**config.mk**
```make
export PLATFORM = sky130hd
export DESIGN_NAME = cs_access_port
export DESIGN_NICKNAME = d
export VERILOG_FILES = /design/src/rtl/cs_port_pkg.sv /design/src/rtl/cs_control.sv /design/src/rtl/cs_datapath.sv /design/src/rtl/cs_access_port.sv
export SDC_FILE = /design/constraint.sdc
export NUM_CORES = 1
export LEC_CHECK = 0
export BUFFER_PORTS_ARGS = -buffer_cell sky130_fd_sc_hd__buf_4
export CAP_MARGIN = 15
export CORE_ASPECT_RATIO = 0.8
export CORE_MARGIN = 10
export CORE_UTILIZATION = 57
export DETAILED_ROUTE_END_ITERATION = 8
export GPL_TIMING_DRIVEN = 0
export PLACE_DENSITY = 0.84
export SLEW_MARGIN = 5
export SYNTH_ARGS = -nofsm -noshare
export SYNTH_HDL_FRONTEND = slang
export SYNTH_SLANG_ARGS = --single-unit
```
**constraint.sdc**
```tcl
create_clock -name clk -period 2.7 [get_ports clk]
set_clock_uncertainty 0.2 [all_clocks]
set_input_delay 0.54 -clock clk [delete_from_list [all_inputs] [get_ports clk]]
set_output_delay 0.54 -clock clk [all_outputs]
set_load 0.005 [all_outputs]
```
**src/rtl/cs_port_pkg.sv**
```systemverilog
package cs_port_pkg;
  typedef struct packed {
    logic setDir;
    logic loadIdx;
    logic storeBit;
    logic readStat;
    logic readData;
  } strobe_t;

  localparam logic ADDR_CTRL = 1'b0;
  localparam logic ADDR_DATA = 1'b1;
endpackage

```
**src/rtl/cs_control.sv**
```systemverilog
module cs_control
  import cs_port_pkg::*;
(
  input  logic    clk,
  input  logic    rstN,
  input  logic    wrEn,
  input  logic    rdEn,
  input  logic    addr,
  input  logic    dirBit,
  output strobe_t stb,
  output logic    dirRead
);
  logic dirQ;

  always_comb begin
    stb          = '0;
    stb.setDir   = wrEn && (addr == ADDR_CTRL);
    stb.loadIdx  = wrEn && (addr == ADDR_DATA);
    stb.storeBit = wrEn && (addr == ADDR_DATA) && !dirQ;
    stb.readStat = rdEn && (addr == ADDR_CTRL);
    stb.readData = rdEn && (addr == ADDR_DATA);
  end

  always_ff @(posedge clk) begin
    if (!rstN) dirQ <= 1'b0;
    else if (stb.setDir) dirQ <= dirBit;
  end

  assign dirRead = dirQ;

  a_r2_dir_follows_write: assert property (@(posedge clk) disable iff (!rstN)
    (wrEn && addr == ADDR_CTRL) |=> (dirRead == $past(dirBit)));

  a_r4_no_store_in_read_dir: assert property (@(posedge clk) disable iff (!rstN)
    stb.storeBit |-> !dirRead);

  a_r2_dir_kept: assert property (@(posedge clk) disable iff (!rstN)
    !(wrEn && addr == ADDR_CTRL) |=> $stable(dirRead));
endmodule

```
**src/rtl/cs_datapath.sv**
```systemverilog
module cs_datapath
  import cs_port_pkg::*;
#(
  parameter int CS_BITS = 32,
  parameter int DATA_W  = 8
)(
  input  logic                clk,
  input  logic                rstN,
  input  strobe_t             stb,
  input  logic [DATA_W-1:0]   wdata,
  input  logic                dirRead,
  input  logic                clkPresent,
  input  logic                dataPresent,
  input  logic [2:0]          rxRateHot,
  output logic [DATA_W-1:0]   rdata,
  output logic [CS_BITS-1:0]  csWord
);
  localparam int IDX_W   = $clog2(CS_BITS);
  localparam int VAL_BIT = DATA_W - 1;
  localparam int CLK_BIT = 2;
  localparam int DAT_BIT = 3;
  localparam int DIR_BIT = 4;

  logic [CS_BITS-1:0] csQ;
  logic [IDX_W-1:0]   idxQ;
  logic [IDX_W-1:0]   wrIdx;
  logic [1:0]         rateCode;
  logic [DATA_W-1:0]  statusByte;
  logic [DATA_W-1:0]  dataByte;
  logic [DATA_W-1:0]  rdataQ;

  assign wrIdx = wdata[IDX_W-1:0];

  always_comb begin
    unique case (rxRateHot)
      3'b001:  rateCode = 2'b01;
      3'b010:  rateCode = 2'b10;
      3'b100:  rateCode = 2'b11;
      default: rateCode = 2'b00;
    endcase
    if (!clkPresent) rateCode = 2'b00;
  end

  always_comb begin
    statusByte          = '0;
    statusByte[1:0]     = rateCode;
    statusByte[CLK_BIT] = clkPresent;
    statusByte[DAT_BIT] = dataPresent;
    statusByte[DIR_BIT] = dirRead;
  end

  always_comb begin
    dataByte              = '0;
    dataByte[IDX_W-1:0]   = idxQ;
    dataByte[VAL_BIT]     = csQ[idxQ];
  end

  always_ff @(posedge clk) begin
    if (!rstN) begin
      csQ  <= '0;
      idxQ <= '0;
    end else begin
      if (stb.loadIdx)  idxQ       <= wrIdx;
      if (stb.storeBit) csQ[wrIdx] <= wdata[VAL_BIT];
    end
  end

  always_ff @(posedge clk) begin
    if (!rstN)             rdataQ <= '0;
    else if (stb.readStat) rdataQ <= statusByte;
    else if (stb.readData) rdataQ <= dataByte;
  end

  assign rdata  = rdataQ;
  assign csWord = csQ;

  a_r3_bit_stored: assert property (@(posedge clk) disable iff (!rstN)
    stb.storeBit |=> (csWord[$past(wrIdx)] == $past(wdata[VAL_BIT])));

  a_r4_word_kept: assert property (@(posedge clk) disable iff (!rstN)
    !stb.storeBit |=> $stable(csWord));

  a_r7_rate_gated: assert property (@(posedge clk) disable iff (!rstN)
    (stb.readStat && !clkPresent) |=> (rdata[1:0] == 2'b00));

  a_r8_rdata_hold: assert property (@(posedge clk) disable iff (!rstN)
    !(stb.readStat || stb.readData) |=> $stable(rdata));

  a_r5_pad_zero: assert property (@(posedge clk) disable iff (!rstN)
    stb.readData |=> (rdata[VAL_BIT-1:IDX_W] == '0));
endmodule

```
**src/rtl/cs_access_port.sv**
```systemverilog
module cs_access_port
  import cs_port_pkg::*;
#(
  parameter int CS_BITS = 32,
  parameter int DATA_W  = 8
)(
  input  logic               clk,
  input  logic               rstN,
  input  logic               wrEn,
  input  logic               rdEn,
  input  logic               addr,
  input  logic [DATA_W-1:0]  wdata,
  output logic [DATA_W-1:0]  rdata,
  input  logic               clkPresent,
  input  logic               dataPresent,
  input  logic [2:0]         rxRateHot,
  output logic [CS_BITS-1:0] csWord,
  output logic               isPro
);
  strobe_t stb;
  logic    dirRead;

  cs_control u_ctrl (
    .clk     (clk),
    .rstN    (rstN),
    .wrEn    (wrEn),
    .rdEn    (rdEn),
    .addr    (addr),
    .dirBit  (wdata[0]),
    .stb     (stb),
    .dirRead (dirRead)
  );

  cs_datapath #(.CS_BITS(CS_BITS), .DATA_W(DATA_W)) u_dp (
    .clk         (clk),
    .rstN        (rstN),
    .stb         (stb),
    .wdata       (wdata),
    .dirRead     (dirRead),
    .clkPresent  (clkPresent),
    .dataPresent (dataPresent),
    .rxRateHot   (rxRateHot),
    .rdata       (rdata),
    .csWord      (csWord)
  );

  assign isPro = csWord[0];

  a_r9_pro_flag: assert property (@(posedge clk) disable iff (!rstN)
    isPro == csWord[0]);
endmodule

```
; Yosys cells after proc, flatten, opt, wreduce, memory -nomap -nowiden
; Index checks and enable logic that the tools add are counted.
[totals]
ram_bits = 0
mem_count = 0
latch_bits = 0
mem_bits_ro = 0
output_inout_bits = 41
in_bits = 18
regBits = 44
wordCells = 31
[op_classes]
n_mux = 9
n_eq_ne = 3
n_addsub = 0
n_mul = 0
div = 0
n_shift = 0
reduce_logical = 9
bitwise = 2
order_cmp = 3
[op_table]
columns = op, count
row1 = bitwise mux 32 bit, 1
row2 = less-than comparator 5 x 6 -> 1 bit (second input constant), 2
row3 = 2-to-1 mux 5 bit, 2
row4 = logical AND 1 bit, 6
row5 = one-hot mux 2 bit (3 select lines), 1
row6 = binary-select mux 1 bit (select 5 bit), 1
row7 = demux 1 bit (select 5 bit), 1
row8 = >= comparator 5 x 1 -> 1 bit (second input constant), 1
row9 = equality test 3 x 1 -> 1 bit (second input constant), 1
row10 = equality test 3 x 2 -> 1 bit (second input constant), 1
row11 = equality test 3 bit (second input constant), 1
row12 = 2-to-1 mux 1 bit, 2
row13 = 2-to-1 mux 2 bit, 1
row14 = NOT 1 bit, 2
row15 = nonzero test 2 bit, 1
row16 = OR reduction 2 bit, 1
row17 = zero test 1 bit, 1

; Longest topological paths before layout
[logic_depth]
depth_word = 5
mapped_depth = 6
depth_no_buf = 4

; Cells and area by module
; Synthesis repeated with hierarchy kept, for this count alone.
[unflattened]
hier_cells = 272
hier_area_um2 = 2363.5
[by_module_without_submodules]
columns = module, seq_area_each_um2, cells_each, instances, area_per_inst_um2
row1 = cs_datapath, 860.8, 262, 1, 2280.9
row2 = cs_control, 20.0, 9, 1, 75.1
row3 = cs_access_port, 0.0, 1, 1, 7.5

; Worst setup path before layout
; No wires, ideal clock.
[synth_timing]
path_type = flip-flop to flip-flop
startpoint = register u_dp.idxQ[0]
endpoint = register u_dp.rdataQ[7] (netlist: u_dp.rdata[7])
path_slack_ns = 0.852
t_arrival_ns = 1.527
period_less_slack_ns = 1.848
path_stages_with_launch = 6
path_buffers = 1
setup_time_ns = 0.122
t_required_ns = 2.378
path_cell_list = dfxtp_1 > buf_6 > mux4_2 > a22oi_2 > a31oi_1 > o311a_1
[synth_between]
elab_chain_cells = 2
[synth_lines]
columns = element, line_no
row1 = from (decl), cs_datapath.sv:25  ; logic [IDX_W-1:0] idxQ;
row2 = from (signal assigned), cs_datapath.sv:63  ; if (stb.loadIdx) idxQ <= wrIdx;
row3 = binary-select mux 1 bit (select 5 bit), cs_datapath.sv:55  ; dataByte[VAL_BIT] = csQ[idxQ];
row4 = 2-to-1 mux 1 bit (not written as such), cs_datapath.sv:55
row5 = to (signal assigned), cs_datapath.sv:70  ; else if (stb.readStat) rdataQ <= statusByte;
row6 = to (signal assigned), cs_datapath.sv:71  ; else if (stb.readData) rdataQ <= dataByte;
row7 = to (decl), cs_datapath.sv:30  ; logic [DATA_W-1:0] rdataQ;
; No other way between the ends. The select of a mux whose other input is x is not followed.
; A chain may end at the register's enable or synchronous reset.

; Worst setup path in the final report
; Ends and elaborated chain as after synthesis.

==> key figures <==
Outcome
  – Run status: finished clean

Die
  – Core area: 0.00415 mm²
  – # rows: 21
  – Die X: 92.9 µm
  – Die Y: 78.4 µm
  – # IOs: 59
  – Initial Util: 58.4%
  – Die ar.: 0.00728 mm²

Logic synthesis
  – Syn Inst Count: 256
  – Post-Syn Area per Cell: 9.48 µm²
  – Top-area cell type share of the netlist area: 36.3%
  – Synth cell types: 40
  – Post-synth top flop: dfxtp_1
  – EDFF count, synth: 0
  – Synthesized area: 0.00243 mm²
  – Synth area leaders: dfxtp_1 36%, mux2i_1 15%, nor2b_1 9.5%
  – Post-synth ARST share: 0%
  – Synth Warn #: 0
  – Area leader, netlist: dfxtp_1
  – #FFs+latches synth: 44
  – Register area share after synthesis: 36.3%

Clock network
  – Sink Count: 44
  – CTS resizes: 0
  – CTS tree: done
  – Total CTS buffers: 5
  – Clock Tree Buf Depth: 2
  – Setup Buffers After CTS: 0
  – H-tree levels: 2
  – Insertion delay to the later sink of the worst-skew pair: 0.30 ns
  – Cts hold-fix bufs: 0
  – Clock Tree Root: clkbuf_8
  – Reg clk slew, reported paths: 0.08 ns

Setup path
  – Reg2reg setup slack: 0.57 ns
  – Worst path required time: 2.69 ns
  – Max Fanout on Critical Path: 10
  – Startpoint Class: register
  – Worst Setup End Kind: register
  – RR Endpoint: u_dp.rdata[7]$_SDFFE_PP0P_
  – Reg2reg path depth: 5
  – WP data arrival: 2.12 ns
  – Launch point of the worst reg-to-reg path: u_dp.idxQ[0]$_SDFFE_PN0N_
  – Critical path type: register to register

Global route
  – Total gr overflow: 0
  – Vias in the first global route: 2041
  – Pin count of the biggest net entering global routing: 13
  – Initial antenna violation count: 0
  – First-pass GRT wire length: 10.3 mm
  – GRT Total Usage: 17.5%

Detailed routing
  – Vias/cell: 5.74
  – Drt pass-1 iters: 4
  – # DRC: 0
  – Routed wire length per instance: 17.1 µm
  – Vias: 2145
  – Drt initial violations: 207
  – Final antenna-violating net count: 0
  – Routed WL: 6.41 mm

Placed design
  – Placed Area: 0.00290 mm²
  – Placer Congestion: 0.880
  – Port-buffer cells: 53
  – Post-detail-place hpwl: 4.71 mm

Hold path
  – HP Class: register to register
  – HP Start: u_dp.rdata[2]$_SDFFE_PN0P_
  – Worst Hold Depth: 1
  – End point of the worst hold path: u_dp.rdata[2]$_SDFFE_PN0P_

Power
  – Clock power frac: 35.6%
  – VDD IR-drop max: 0.000320 V
  – Internal power: 956 µW
  – Combinational fraction of design power: 12.3%
  – Total leakage power: 0.00124 µW
  – NetSw: 323 µW
  – Switching Fraction: 25.2%
  – Sequential power share: 52.1%
  – Ratio of total power to cell area: 427 mW/mm²

STA
  – Slew @ Worst Pin: 0.634 ns
  – Fin. max-slew vios: 0
  – Unrepaired setup endpoints after global routing: false
  – Final Hold Violating Endpoints: 0
  – Final setup TNS: 0 ns
  – Fmax: 470 MHz
  – Final Setup Violations: 0
  – Crit path time final: 2.13 ns
  – Fin crit share: 78.8%
  – Slew HR: 56.6%

Layout
  – Filler cell count: 347
  – Finished Cell Area: 0.00300 mm²
  – Ant. Diodes: 0
  – Most frequent cells in the layout: 56 x buf_4, 44 x dfxtp_1, 37 x mux2i_1, 37 x nor2b_1, 26 x nand3_1
  – Nets: 335
  – Share of cells above drive strength 1: 24.0%
  – Layout overhead on the synthesized area: 23.5%
  – Commonest non-fill, non-tap cell in the layout: buf_4

Job
  – MaxCap Viol Count: 0
-- routing by layer --
layer	track usage (%)	vias up	routed length [µm]
li1	-	1035	-
met1	21.7	1018	2840
met2	28.7	85	2920
met3	5.32	7	589
met4	5.08	0	61
met5	0	-	0
-- sequential cells by signal (all words and copies together), names as in the netlist --
signal / cells
u_ctrl.dirRead: 1
u_dp.rdata: 6
u_dp.idxQ: 5
u_dp.csWord: 32
-- worst max-delay path, stage by stage, from the launching register on --
cell,delay (ns)
dfxtp_1,0.42
buf_6,0.20
mux4_2,0.50
mux2i_1,0.25
nor4_1,0.09
o311a_1,0.36
-- layout make-up --
| type | count | area, µm² | share of cell area (%) |
|---|---|---|---|
| multi-input combinational | 184 | 1410 | 47.2 |
| sequential | 44 | 881 | 29.4 |
| timing repair buffer | 53 | 398 | 13.3 |
| buffer | 27 | 128 | 4.26 |
| clock buffer | 7 | 96.3 | 3.22 |
| tap | 57 | 71.3 | 2.38 |
| inverter | 2 | 7.51 | 0.251 |
-- worst max path at each step --
stage                                        endpoint  cells after the start                      start  slack [ns]
final                      u_dp.rdata[7]$_SDFFE_PP0P_                      5  u_dp.idxQ[0]$_SDFFE_PN0N_        0.57
after detailed placement  u_dp.csWord[2]$_SDFFE_PN0P_                      6                       addr        0.50
after global routing       u_dp.rdata[7]$_SDFFE_PP0P_                      5  u_dp.idxQ[0]$_SDFFE_PN0N_        0.52
after global placement    u_dp.csWord[6]$_SDFFE_PN0P_                      6                       addr        0.53
after CTS                  u_dp.rdata[7]$_SDFFE_PP0P_                      5  u_dp.idxQ[0]$_SDFFE_PN0N_        0.63
after floorplan            u_dp.rdata[7]$_SDFFE_PP0P_                      5  u_dp.idxQ[0]$_SDFFE_PN0N_        0.85
-- cell families (layout without fill, tap and decap cells) --
logic type | Yosys count | after routing | share of synthesized area, %
XOR/XNOR | 2 | 2 | 0.722
AND/OR/NAND/NOR | 118 | 118 | 28.7
multiplexers | 45 | 45 | 22.8
AO/OA/AOI/OAI | 17 | 17 | 5.72
other | 1 | 2 | 0.155
buffers and inverters | 29 | 89 | 5.57
flip-flops | 44 | 44 | 36.3
-- synth_stat cells, types with 2 or more instances --
cell and n:
dfxtp_1 44, mux2i_1 37, nor2b_1 37, nand3_1 26, nor3_1 19, clkbuf_1 18
nand2_1 11, a21boi_0 5, nand3b_1 5, mux4_1 4, nor3b_1 4, and3b_1 3
buf_2 3, buf_4 3, mux4_2 3, o211a_1 3, or3b_2 3, inv_1 2
nand4b_1 2, o21a_1 2, o21ai_0 2, xnor2_1 2
-- power by group through the flow --
stage,combinational (µW),clock (µW),sequential (µW)
CTS,156,454,666
global placement,153,0,681
finish,157,455,666
floorplan,95.9,0,680
global route,171,477,668
detailed placement,155,0,681
-- through the flow --
step                hold slack (ns)  utilization [%]  power (µW)  setup slack, ns  instances
global placement              0.285             69.8         833            0.535        367
CTS                           0.305             72.2        1280            0.625        374
finish                        0.302             72.2        1280            0.573        374
detailed placement            0.287             69.8         836            0.497        367
global route                  0.317             72.2        1320            0.516        374
floorplan                     0.277                -         776            0.852        257
No activity file was read; power rests on OpenSTA's default activity.
